--- src/rtl/pwm_steer_pkg.sv ---
package pwm_steer_pkg;
  localparam int unsigned NPIN = 4;

  // Pin enable pattern for a routing mode: x1 -> four pins, 10 -> two, 00 -> one
  function automatic logic [NPIN-1:0] pin_mask(input logic [1:0] mode);
    if (mode[0])      return 4'b1111;
    else if (mode[1]) return 4'b0011;
    else              return 4'b0001;
  endfunction

  function automatic logic is_quad(input logic [1:0] mode);
    return mode[0];
  endfunction

  function automatic logic is_dual(input logic [1:0] mode);
    return mode == 2'b10;
  endfunction
endpackage

--- src/rtl/pwm_timebase.sv ---
module pwm_timebase #(
  parameter int unsigned PER_W  = 8,
  parameter int unsigned FRAC_W = 2
) (
  input  logic                      clk,
  input  logic                      rst_n,
  input  logic                      run,
  input  logic [PER_W-1:0]          period_i,
  input  logic [PER_W+FRAC_W-1:0]   duty_i,
  output logic                      raw_o,
  output logic                      wrap_o
);
  localparam int unsigned CNT_W = PER_W + FRAC_W;

  logic [CNT_W-1:0] cnt_q, cnt_d;
  logic [PER_W-1:0] per_q, per_d;
  logic [CNT_W-1:0] duty_q, duty_d;
  logic             load;

  assign wrap_o = run && (cnt_q == {per_q, {FRAC_W{1'b1}}});
  // shadows follow the inputs while idle and at each rollover
  assign load   = !run || wrap_o;
  assign raw_o  = run && (cnt_q < duty_q);

  always_comb begin
    cnt_d  = cnt_q;
    per_d  = per_q;
    duty_d = duty_q;
    if (!run || wrap_o) cnt_d = '0;
    else                cnt_d = cnt_q + 1'b1;
    if (load) begin
      per_d  = period_i;
      duty_d = duty_i;
    end
  end

  always_ff @(posedge clk or negedge rst_n) begin
    if (!rst_n) begin
      cnt_q  <= '0;
      per_q  <= '0;
      duty_q <= '0;
    end else begin
      cnt_q  <= cnt_d;
      per_q  <= per_d;
      duty_q <= duty_d;
    end
  end
endmodule

--- src/rtl/pwm_deadband.sv ---
module pwm_deadband #(
  parameter int unsigned DB_W = 6
) (
  input  logic            clk,
  input  logic            rst_n,
  input  logic            raw_i,
  input  logic [DB_W-1:0] dband_i,
  output logic            pos_o,
  output logic            neg_o
);
  logic            raw_q;
  logic [DB_W-1:0] gap_q, gap_d;
  logic            flip, gap_now;

  assign flip = raw_i ^ raw_q;
  // the gap covers dband_i clocks starting with the cycle of the change
  assign gap_now = flip ? (dband_i != '0) : (gap_q != '0);
  assign pos_o = raw_i && !gap_now;
  assign neg_o = !raw_i && !gap_now;

  always_comb begin
    gap_d = gap_q;
    if (flip)              gap_d = (dband_i == '0) ? '0 : dband_i - 1'b1;
    else if (gap_q != '0)  gap_d = gap_q - 1'b1;
  end

  always_ff @(posedge clk or negedge rst_n) begin
    if (!rst_n) begin
      raw_q <= 1'b0;
      gap_q <= '0;
    end else begin
      raw_q <= raw_i;
      gap_q <= gap_d;
    end
  end
endmodule

--- src/rtl/pwm_outsel.sv ---
module pwm_outsel
  import pwm_steer_pkg::*;
(
  input  logic [1:0]      mode_i,
  input  logic            rev_i,
  input  logic            raw_i,
  input  logic            pos_i,
  input  logic            neg_i,
  output logic [NPIN-1:0] pin_o
);
  always_comb begin
    pin_o = '0;
    if (is_quad(mode_i)) begin
      if (rev_i) begin
        pin_o[2] = 1'b1;
        pin_o[1] = raw_i;
      end else begin
        pin_o[0] = 1'b1;
        pin_o[3] = raw_i;
      end
    end else if (is_dual(mode_i)) begin
      pin_o[0] = pos_i;
      pin_o[1] = neg_i;
    end else begin
      pin_o[0] = raw_i;
    end
  end
endmodule

--- src/rtl/pwm_steer.sv ---
module pwm_steer
  import pwm_steer_pkg::*;
#(
  parameter int unsigned PER_W  = 8,
  parameter int unsigned FRAC_W = 2,
  parameter int unsigned DB_W   = 6
) (
  input  logic                    clk,
  input  logic                    rst_n,
  input  logic [3:0]              ctl_func,
  input  logic [1:0]              out_mode,
  input  logic                    bridge_rev,
  input  logic [PER_W-1:0]        period_i,
  input  logic [PER_W+FRAC_W-1:0] duty_i,
  input  logic [DB_W-1:0]         dband_i,
  input  logic                    shdn_i,
  output logic [NPIN-1:0]         pwm_o,
  output logic [NPIN-1:0]         pwm_oe
);
  logic [1:0]      rst_sync;
  logic            rst_s;
  logic            run, raw, wrap, pos, neg;
  logic            halt_q, halt_d;
  logic [NPIN-1:0] steer, out_d, oe_d;

  // reset asserts at once, deasserts two clocks later
  always_ff @(posedge clk or negedge rst_n) begin
    if (!rst_n) rst_sync <= 2'b00;
    else        rst_sync <= {rst_sync[0], 1'b1};
  end
  assign rst_s = rst_sync[1];

  assign run = (ctl_func[3:2] == 2'b11);

  pwm_timebase #(.PER_W(PER_W), .FRAC_W(FRAC_W)) u_tb (
    .clk(clk), .rst_n(rst_s), .run(run), .period_i(period_i),
    .duty_i(duty_i), .raw_o(raw), .wrap_o(wrap)
  );

  pwm_deadband #(.DB_W(DB_W)) u_db (
    .clk(clk), .rst_n(rst_s), .raw_i(raw), .dband_i(dband_i),
    .pos_o(pos), .neg_o(neg)
  );

  pwm_outsel u_sel (
    .mode_i(out_mode), .rev_i(bridge_rev), .raw_i(raw),
    .pos_i(pos), .neg_i(neg), .pin_o(steer)
  );

  // shutdown latch: set by the request, cleared only at a rollover
  always_comb begin
    halt_d = halt_q;
    if (shdn_i)    halt_d = 1'b1;
    else if (!run) halt_d = 1'b0;
    else if (wrap) halt_d = 1'b0;
  end

  always_comb begin
    oe_d  = run ? pin_mask(out_mode) : '0;
    out_d = (shdn_i || halt_q || !run) ? '0 : (steer & oe_d);
  end

  always_ff @(posedge clk or negedge rst_s) begin
    if (!rst_s) begin
      halt_q <= 1'b0;
      pwm_o  <= '0;
      pwm_oe <= '0;
    end else begin
      halt_q <= halt_d;
      pwm_o  <= out_d;
      pwm_oe <= oe_d;
    end
  end
endmodule

--- config.mk ---
export PLATFORM = sky130hd
export DESIGN_NAME = pwm_steer
export DESIGN_NICKNAME = d
export VERILOG_FILES = /design/src/rtl/pwm_steer_pkg.sv /design/src/rtl/pwm_timebase.sv /design/src/rtl/pwm_deadband.sv /design/src/rtl/pwm_outsel.sv /design/src/rtl/pwm_steer.sv
export SDC_FILE = /design/constraint.sdc
export NUM_CORES = 1
export LEC_CHECK = 0
export BUFFER_PORTS_ARGS = -buffer_cell sky130_fd_sc_hd__buf_2
export CORE_MARGIN = 2
export CORE_UTILIZATION = 40
export CTS_CLUSTER_SIZE = 12
export DETAILED_ROUTE_END_ITERATION = 10
export GPL_TIMING_DRIVEN = 0
export PLACE_DENSITY = 0.58
export SLEW_MARGIN = 20
export SYNTH_ARGS = -nofsm -noshare
export SYNTH_HDL_FRONTEND = slang
export SYNTH_HIERARCHICAL = 1
export SYNTH_SLANG_ARGS = --single-unit
--- constraint.sdc ---
create_clock -name clk -period 1.95 [get_ports clk]
set_input_delay 0.0975 -clock clk [delete_from_list [all_inputs] [get_ports clk]]
set_output_delay 0.0975 -clock clk [all_outputs]
set_load 0.05 [all_outputs]
==> summary.md, run 1 <==
| Metric | Value |
|---|---|
| Status | complete, but fails checks |
| Failing checks | setup timing |
| Main synth FF type | dfrtp_1 |
| Buffers & Inverters on Critical Path | 1 |
| Ys Warns | 6 |
| Netlist cell types | 40 |
| Commonest non-fill, non-tap cell in the layout | dfrtp_1 |
| Die area | 6553 sq um |
| Root Driver | clkbuf_8 |
| Type of origin of the critical path | register |
| Detailed Route WL | 4810 um |
| CP Class | register to register |
| Critical Path Slowest Stage Cell | dfrtp_2 |
| Clock insertion delay at the later pin of the skew report | approximately 0.30 ns |
| Clock buffer count from CTS | 5 |
| Crit path capture type | register |
| Synth top area share | 47.54% |
| Post-DRT Antenna Nets | 0 |
| H-Tree Depth | 2 |
| Setup ws final | -0.1092 ns |
| Min Tclk post-route | 2.059 ns |
| Top cells by area in the synthesized netlist | dfrtp_1, mux2_2, ha_1 |
| Count of final setup violators | 26 |
| Initial core utilization | about two fifths |
| Required time worst endpoint | 2.16 ns |
| Area leader, netlist | dfrtp_1 |
| Fmax | just under 500 MHz |
| Max Slew Vio Count | 0 |
| Mapped cell area | between 2000 and 2500 sq um |
| Worst-path maximum fanout | 4 |
| N_diodes | 0 |
| Tightest Pin Transition | 0.5092 ns |
| Hold WC Path Type | primary input to register |
| RSZ-0062 raised after global routing | yes |
| Pin count of the biggest net entering global routing | 23 |
| First-pass GRT wire length | 7424 um |
| Vias in the first global route | 1,638 |
| Period utilization | 105.6% |
| Area growth syn-to-layout | 35.29% |
| Core area | roughly 5800 sq um |
| Dpl ws | -0.4766 ns |
| Post-DR wirelength/cell | 13.55 um |
| Data arrival time of the worst path | roughly 2.3 ns |
| Peak VDD IR | 0.0004145 V |
| Final instance area | 3204 sq um |
| DR pass1 iterations | 4 |
| PwrDens | around 740 nW/um^2 |
| Rel. slew slack | between 60% and 70% |
| Final Hold Fails | 0 |
| Horiz. Die Dim | between 80 and 90 um |
| Clock skew | around 0.008 ns |
| # Max-Cap Violations | 0 |
| Seq cells post-synth | 45 |
| I/O Pins | between 40 and 50 |
| Total power | 2.356 mW |
| Ys async rst share | 100.0% |
| Clk buf depth | 2 |
| Proportion of layout cells with a drive suffix above 1 | between 40% and 50% |
| Post-Syn Instances | 211 |
| Post-DP Area | 2736 sq um |
| Clk slew on worst S/H paths | 0.09 ns |
| Fin nets | between 300 and 400 |
| Slowest cell delay on critical path | 0.44 ns |
| Via count | between 1,500 and 2,000 |
| Post-synth EDFFs | 0 |
| Hpwl dp | 3207 um |
| Sequential area share after synthesis | 47.54% |
| Total Routing Usage GR | 15.06% |
| Row count | 28 |
| Most frequent cells in the layout | dfrtp_1, buf_2, nor2_1 |
| Die Height | 80.95 um |
| Clock tree from TritonCTS | yes |
| Top delay family on crit path | compound AO/OA/AOI/OAI gates |
| Syn avg cell area | 11.23 sq um |
| Vias/cell | 4.868 |
| Pleak | 1.558 nW |
| Port Buffers | 39 |
| Routability cong. | 0.8151 |
| Starting DRT DRC Count | 74 |
| Synthesized Nets | between 200 and 300 |
| TritonCTS Sinks | 45 |
| Initial antenna violation count | 0 |
| Total gr overflow | 0 |
| Critical Path, Cell by Cell | ha_4, a21o_1, nand2_1, nand4b_1, a21oi_4, xor2_2, buf_4, nand2b_1, o22ai_1 |
| Residual DRC count | 0 |
[sequential cells by signal, summed over array words and instances (netlist names)]
name,flops
u_tb/per_q,8
u_db/gap_q,6
u_tb/duty_q,10
rst_sync,2
u_db/raw_q,1
u_tb/cnt_q,10
pwm_o,4
halt_q,1
pwm_oe,3
[kinds of logic (layout without fill, tap and decap cells)]
family | Yosys count | after routing | share of synthesized area (%)
muxes | 25 | 25 | 11.57
adders and majority gates | 14 | 14 | 7.396
xor gates and xnor gates | 24 | 24 | 8.875
and+or+nand+nor | 62 | 62 | 14.53
buffers and inverters | 23 | 92 | 4.279
AOI/OAI and AO/OA | 17 | 17 | 5.653
DFF | 45 | 45 | 47.54
other | 1 | 1 | 0.1583
[final timing paths]
kind,to,slack [ns],cells past startpoint,start
min,u_tb/duty_q[5]$_DFFE_PN0N_,0.02,2,duty_i[5]
max reg2reg,u_db/gap_q[1]$_DFFE_PN0P_,-0.11,9,u_tb/cnt_q[8]$_DFF_PN0_
min reg2reg,pwm_oe[0]$_DFF_PN0_,0.24,0,rst_sync[1]$_DFF_PN0_
max in group asynchronous,u_tb/cnt_q[5]$_DFF_PN0_,1.22,1,rst_sync[1]$_DFF_PN0_
max,u_db/gap_q[1]$_DFFE_PN0P_,-0.11,9,u_tb/cnt_q[8]$_DFF_PN0_
min in group asynchronous,rst_sync[1]$_DFF_PN0_,0.11,2,rst_n
[stage by stage]
stage               std cells  util, %  TNS (ns)  hold WS [ns]
floorplan                 211        -    -1.205       -0.1981
global placement          325    46.56    -10.48       -0.1168
detailed placement        326    47.05    -10.21       -0.1145
CTS                       346    52.50    -1.344       0.01609
global route              355    55.10    -4.626       0.01053
finish                    355    55.10    -2.120       0.02418
[power breakdown]
| part | leakage, nW | switching, mW | internal (mW) |
|---|---|---|---|
| clock | 0.0540 | 0.309 | 0.373 |
| combinational | 0.946 | 0.244 | 0.307 |
| sequential | 0.557 | 0.0924 | 1.03 |
| total | 1.56 | 0.645 | 1.71 |
[layout make-up]
cell class | instances | area (sq um)
flip-flops and latches | 45 | 1131
clock inverters | 2 | 35.03
repair buffers | 62 | 441.7
multi-input cells | 143 | 1320
well taps | 75 | 93.84
clock buffers | 5 | 68.82
inverters | 19 | 71.32
plain buffers | 4 | 42.54
fillers | 525 | 2611
[what timing repair did]
action,in CTS,in global routing
setup buffers,12,7
hold endpoints to repair,2,0
resized for setup,21,22
pin swaps,8,3
hold buffers,1,0
gates cloned,0,2
setup endpoints to repair,37,37
[synth_stat cells, types with 3 or more instances]
cell,instances
ha_1,14
inv_1,19
dfrtp_1,45
nand2_1,9
xor2_1,6
xnor2_1,18
mux2_2,18
nand4_1,4
o22ai_1,5
a21oi_1,4
mux2i_1,6
nand3_1,4
and3_1,4
nand2b_1,3
nor2_1,19
nor3_1,5
[metal layers]
| metal | track usage [%] | part of all wire, % | vias up |
|---|---|---|---|
| met5 | 0 | 0 | - |
| met1 | 20.51 | 48 | 824 |
| li1 | - | - | 854 |
| met2 | 22.56 | 45 | 43 |
| met3 | 4.222 | 5.6 | 7 |
| met4 | 6.271 | 1.7 | 0 |
Power figures use the tool's default switching activity.
==> inputs of run 2 (changes only) <==
--- a/config.mk
+++ b/config.mk
@@ -7,11 +7,11 @@
 export LEC_CHECK = 0
 export BUFFER_PORTS_ARGS = -buffer_cell sky130_fd_sc_hd__buf_2
 export CORE_MARGIN = 2
-export CORE_UTILIZATION = 40
+export CORE_UTILIZATION = 55
 export CTS_CLUSTER_SIZE = 12
 export DETAILED_ROUTE_END_ITERATION = 10
 export GPL_TIMING_DRIVEN = 0
-export PLACE_DENSITY = 0.58
+export PLACE_DENSITY = 0.77
 export SLEW_MARGIN = 20
 export SYNTH_ARGS = -nofsm -noshare
 export SYNTH_HDL_FRONTEND = slang
==> summary.md, run 2 (synthesis gave the netlist of run 1 again) <==
| Metric | Value |
|---|---|
| Status | complete, but fails checks |
| Failing checks | setup timing |
| I/O Pins | 42 |
| PwrDens | around 750 nW/um^2 |
| Post-DRT Antenna Nets | 0 |
| Port Buffers | 39 |
| Max Slew Vio Count | 0 |
| Horiz. Die Dim | 69.63 um |
| Root Driver | clkbuf_8 |
| Routability cong. | 0.7698 |
| Proportion of layout cells with a drive suffix above 1 | approximately two fifths |
| Detailed Route WL | 4705 um |
| Data arrival time of the worst path | about 2.3 ns |
| Met3 Wirelength | 227 um |
| CP Class | register to register |
| WL met1 | 2146 um |
| Pleak | 1.490 nW |
| HP Start | shdn_i |
| Reg-to-reg setup timing slack | -0.11 ns |
| First-pass GRT wire length | about 8000 um |
| Worst setup path endpoint | u_db/gap_q[2]$_DFFE_PN0P_ |
| Initial antenna violation count | 0 |
| Clock skew | 0.004133 ns |
| RSZ-0062 raised after global routing | yes |
| Peak VDD IR | 0.0004770 V |
| Post-DR wirelength/cell | 14.57 um |
| Total gr overflow | 0 |
| Highest metal used | met4 |
| Clock insertion delay at the later pin of the skew report | 0.30 ns |
| Required time worst endpoint | 2.17 ns |
| Hpwl dp | between 3000 and 4000 um |
| DR pass1 iterations | 4 |
| Vias in the first global route | between 1,500 and 2,000 |
| Fin nets | 320 |
| N_diodes | 0 |
| Reg2reg start | u_tb/cnt_q[3]$_DFF_PN0_ |
| Die Height | 69.63 um |
| Worst Setup SP | u_tb/cnt_q[3]$_DFF_PN0_ |
| Final TNS setup | -0.5846 ns |
| Core area | 4086 sq um |
| H-Tree Depth | 2 |
| Fin Hold WS | 0.01420 ns |
| Regs by FF count | u_tb/cnt_q: 10 flops, u_tb/duty_q: 10 flops, u_tb/per_q: 8 flops |
| Fmax | 485.0 MHz |
| Type of origin of the critical path | register |
| Die area | 4848 sq um |
| Initial core utilization | 57.96% |
| TritonCTS Sinks | 45 |
| # Max-Cap Violations | 0 |
| Clock buffer count from CTS | 5 |
| Via count | between 1,500 and 2,000 |
| Hold WC Path Type | primary input to register |
| Row count | 23 |
| Met2 WL post-DR | 2252 um |
| Fin util | 75.29% |
| Crit Reg-Reg Endpoint | u_db/gap_q[2]$_DFFE_PN0P_ |
| Area growth syn-to-layout | 29.90% |
| Most frequent cells in the layout | dfrtp_1, buf_2, nor2_1 |
| Clk slew on worst S/H paths | roughly 0.080 ns |
| Pin count of the biggest net entering global routing | 30 |
| Min Tclk post-route | 2.062 ns |
| Clock tree from TritonCTS | yes |
| Worst-path maximum fanout | 7 |
| Setup ws final | -0.1119 ns |
| Starting DRT DRC Count | 88 |
| Count of final setup violators | 9 |
| Crit path capture type | register |
| Commonest non-fill, non-tap cell in the layout | dfrtp_1 |
| Clk buf depth | 2 |
| Total power | 2.295 mW |
| Vias/cell | roughly 5.3 |
| Total Routing Usage GR | slightly above 20% |
| Worst-case reg-to-reg path depth | 7 |
| Final Hold Fails | 0 |
| Period utilization | 105.7% |
| Residual DRC count | 0 |
[run 2: worst min path at each step]
stage,to,slack (ns),cells past startpoint
floorplan,rst_sync[0]$_DFF_PN0_,-0.20,0
global placement,rst_sync[0]$_DFF_PN0_,-0.12,1
detailed placement,rst_sync[0]$_DFF_PN0_,-0.12,1
CTS,halt_q$_DFFE_PN0P_,0.02,2
global route,u_tb/per_q[3]$_DFFE_PN0N_,0.02,2
finish,halt_q$_DFFE_PN0P_,0.01,2
[run 2: layout make-up]
type                       count  area [sq um]
fill                         273          1010
sequential                    45          1132
multi-input combinational    143          1330
buffer                         4         30.03
inverter                      19         71.32
timing repair buffer          54         349.1
clock buffer                   7         96.34
tap                           50         62.56
clock inverter                 1         5.005
[run 2: what timing repair did]
item | CTS | global route
pin swaps | 10 | 3
buffers inserted | 10 | 4
gates resized for setup | 29 | 9
endpoints found under the setup margin | 37 | 37
gates cloned | 1 | 0
hold endpoints to repair | 2 | 0
hold buffers | 1 | 0
[run 2: critical path, stage by stage, from the launching register on]
cell	delay (ns)
dfrtp_2	0.44
ha_4	0.26
a2111oi_4	0.31
o21ai_2	0.13
a21oi_4	0.27
xor2_4	0.26
nand2b_1	0.14
o22ai_1	0.18
[run 2: report_power, final]
part | leakage, nW | switching [mW] | total, mW | internal [mW]
Clock | 0.0542 | 0.306 | 0.627 | 0.320
Sequential | 0.556 | 0.0913 | 1.12 | 1.03
Combinational | 0.880 | 0.254 | 0.546 | 0.292
Total | 1.49 | 0.652 | 2.30 | 1.64
[run 2: per-stage QoR]
stage | std cells | area, sq um | setup slack (ns)
6_report | 323 | 3077 | -0.1119
5_1_grt | 323 | 3077 | -0.2142
4_1_cts | 321 | 3028 | -0.1029
3_5_place_dp | 301 | 2698 | -0.4536
3_3_place_gp | 300 | 2676 | -0.4212
2_1_floorplan | 211 | 2419 | -0.1762
[run 2: metal layers]
metal  global-route usage [%]  vias up
met4                    5.769        0
met3                    4.797        8
met1                    27.32      818
met2                    33.97       38
met5                        0        -
li1                         -      841
==> inputs of run 3 (changes only) <==
--- a/config.mk
+++ b/config.mk
@@ -6,7 +6,6 @@
 export NUM_CORES = 1
 export LEC_CHECK = 0
 export BUFFER_PORTS_ARGS = -buffer_cell sky130_fd_sc_hd__buf_2
-export CORE_MARGIN = 2
 export CORE_UTILIZATION = 55
 export CTS_CLUSTER_SIZE = 12
 export DETAILED_ROUTE_END_ITERATION = 10
==> summary.md, run 3 (synthesis gave the netlist of run 1 again) <==
| Metric | Value |
|---|---|
| Die area | about 4600 sq um |
| Die Height | 67.63 um |
| Core area | 4058 sq um |
| Fmax | 497.0 MHz |
| Reg-to-reg setup timing slack | -0.06 ns |
| Most frequent cells in the layout | buf_2, dfrtp_1, nor2_1 |
| Post-DR wirelength/cell | 13.75 um |
| Crit path capture type | register |
| Root Driver | clkbuf_8 |
| Cell Count Post-Placement | 301 |
| Count of final setup violators | 4 |
| Setup ws final | -0.06195 ns |
| Area growth syn-to-layout | 27.79% |
| Total gr overflow | 0 |
| PwrDens | between 700 and 800 nW/um^2 |
| Vias in the first global route | 1,572 |
| Post-Layout Cell Count | around 320 |
| Min Tclk post-route | 2.012 ns |
| CP Class | register to register |
| Data arrival time of the worst path | around 2.2 ns |
| Regs by FF count | u_tb/cnt_q: 10 flops, u_tb/duty_q: 10 flops, u_tb/per_q: 8 flops |
| Type of origin of the critical path | register |
| Peak VDD IR | approximately 0.00044 V |
| I/O Pins | 42 |
| Residual DRC count | 0 |
| Proportion of layout cells with a drive suffix above 1 | 39.19% |
| Fillers | 277 |
| # Max-Cap Violations | 0 |
| H-Tree Depth | 2 |
| Vias/cell | about 5.1 |
| Pleak | 1.452 nW |
| Hpwl dp | 3084 um |
| Row count | 23 |
| Hold WC Path Type | primary input to register |
| Total Routing Usage GR | about 22% |
| Post-DRT Antenna Nets | 0 |
| Starting DRT DRC Count | 83 |
| Final Hold Fails | 0 |
| Required time worst endpoint | 2.16 ns |
| Clock insertion delay at the later pin of the skew report | approximately 0.29 ns |
| Clock tree from TritonCTS | yes |
| DR pass1 iterations | 4 |
| Pin count of the biggest net entering global routing | 32 |
| Via count | 1,662 |
| Initial antenna violation count | 0 |
| Routability cong. | 0.7996 |
| N_diodes | 0 |
| Period utilization | 103.2% |
| Fin nets | between 300 and 400 |
| Port Buffers | 39 |
| Worst-path maximum fanout | 7 |
| TritonCTS Sinks | 45 |
| Status | complete, but fails checks |
| Clock skew | 0.006120 ns |
| Clock buffer count from CTS | 5 |
| Total power | between 2 and 2.5 mW |
| Clk slew on worst S/H paths | around 0.08 ns |
| Initial core utilization | roughly three fifths |
| Clk buf depth | 2 |
| Detailed Route WL | about 4400 um |
| First-pass GRT wire length | 7279 um |
| Dpl ws | -0.4705 ns |
| Horiz. Die Dim | 67.63 um |
| Max Slew Vio Count | 0 |
| RSZ-0062 raised after global routing | yes |
| Failing checks | setup timing |
-- run 3: worst paths after layout --
check | start | end | depth (start not counted)
worst max register to register | u_tb/cnt_q[8]$_DFF_PN0_ | u_db/gap_q[3]$_DFFE_PN0P_ | 8
min in group asynchronous | rst_n | rst_sync[0]$_DFF_PN0_ | 2
max in group asynchronous | rst_sync[1]$_DFF_PN0_ | u_tb/cnt_q[5]$_DFF_PN0_ | 1
worst min-delay path | shdn_i | halt_q$_DFFE_PN0P_ | 2
worst max-delay path | u_tb/cnt_q[8]$_DFF_PN0_ | u_db/gap_q[3]$_DFFE_PN0P_ | 8
worst min register to register | rst_sync[1]$_DFF_PN0_ | u_tb/per_q[6]$_DFFE_PN0N_ | 0
-- run 3: per-layer routing --
metal  track usage [%]  vias up  part of all wire, %  routed length (um)
li1                  -      836                    -                   -
met1             30.49      775                   49                2171
met2             33.04       47                   45                2018
met3             5.068        4                  4.0                 179
met4             10.64        0                  1.6                  71
met5                 0        -                    0                   0
-- run 3: cell type report --
cell class	instances	area, sq um	share of cell area [%]
Multi-Input combinational cell	143	1296	42.83
Sequential cell	45	1132	37.41
Timing Repair Buffer	54	339.1	11.20
Clock buffer	8	90.09	2.976
Inverter	19	71.32	2.356
Tap cell	50	62.56	2.067
Buffer	4	35.03	1.158
-- run 3: per-stage QoR --
step / utilization (%) / hold slack (ns) / instance area [sq um] / setup TNS (ns)
floorplan: - / -0.1981 / 2419 / -1.205
global placement: 65.96 / -0.1164 / 2676 / -9.150
detailed placement: 66.48 / -0.1149 / 2698 / -9.895
CTS: 73.73 / 0.01900 / 2992 / -1.135
global route: 74.59 / 0.02422 / 3027 / -1.261
finish: 74.59 / 0.02931 / 3027 / -0.1599
-- run 3: power breakdown --
| group | switching [mW] | internal (mW) |
|---|---|---|
| clock | 0.285 | 0.289 |
| combinational | 0.248 | 0.279 |
| sequential | 0.0878 | 1.03 |
| total | 0.620 | 1.60 |
-- run 3: what timing repair did --
action / 4_1_cts / 5_1_grt
hold buffers: 1 / 0
cloned: 2 / 0
resized for setup: 22 / 8
hold endpoints to repair: 2 / 0
setup endpoints to repair: 37 / 36
setup buffers: 10 / 2
pin swaps: 10 / 2
-- run 3: worst max-delay path: stages (launching register included) --
cell and delay [ns]:
dfrtp_2 0.45, ha_4 0.26, a21o_1 0.18, nand2_1 0.07
nand4b_1 0.14, a21oi_4 0.25, xor2_4 0.14, or2_1 0.28
o22ai_1 0.16
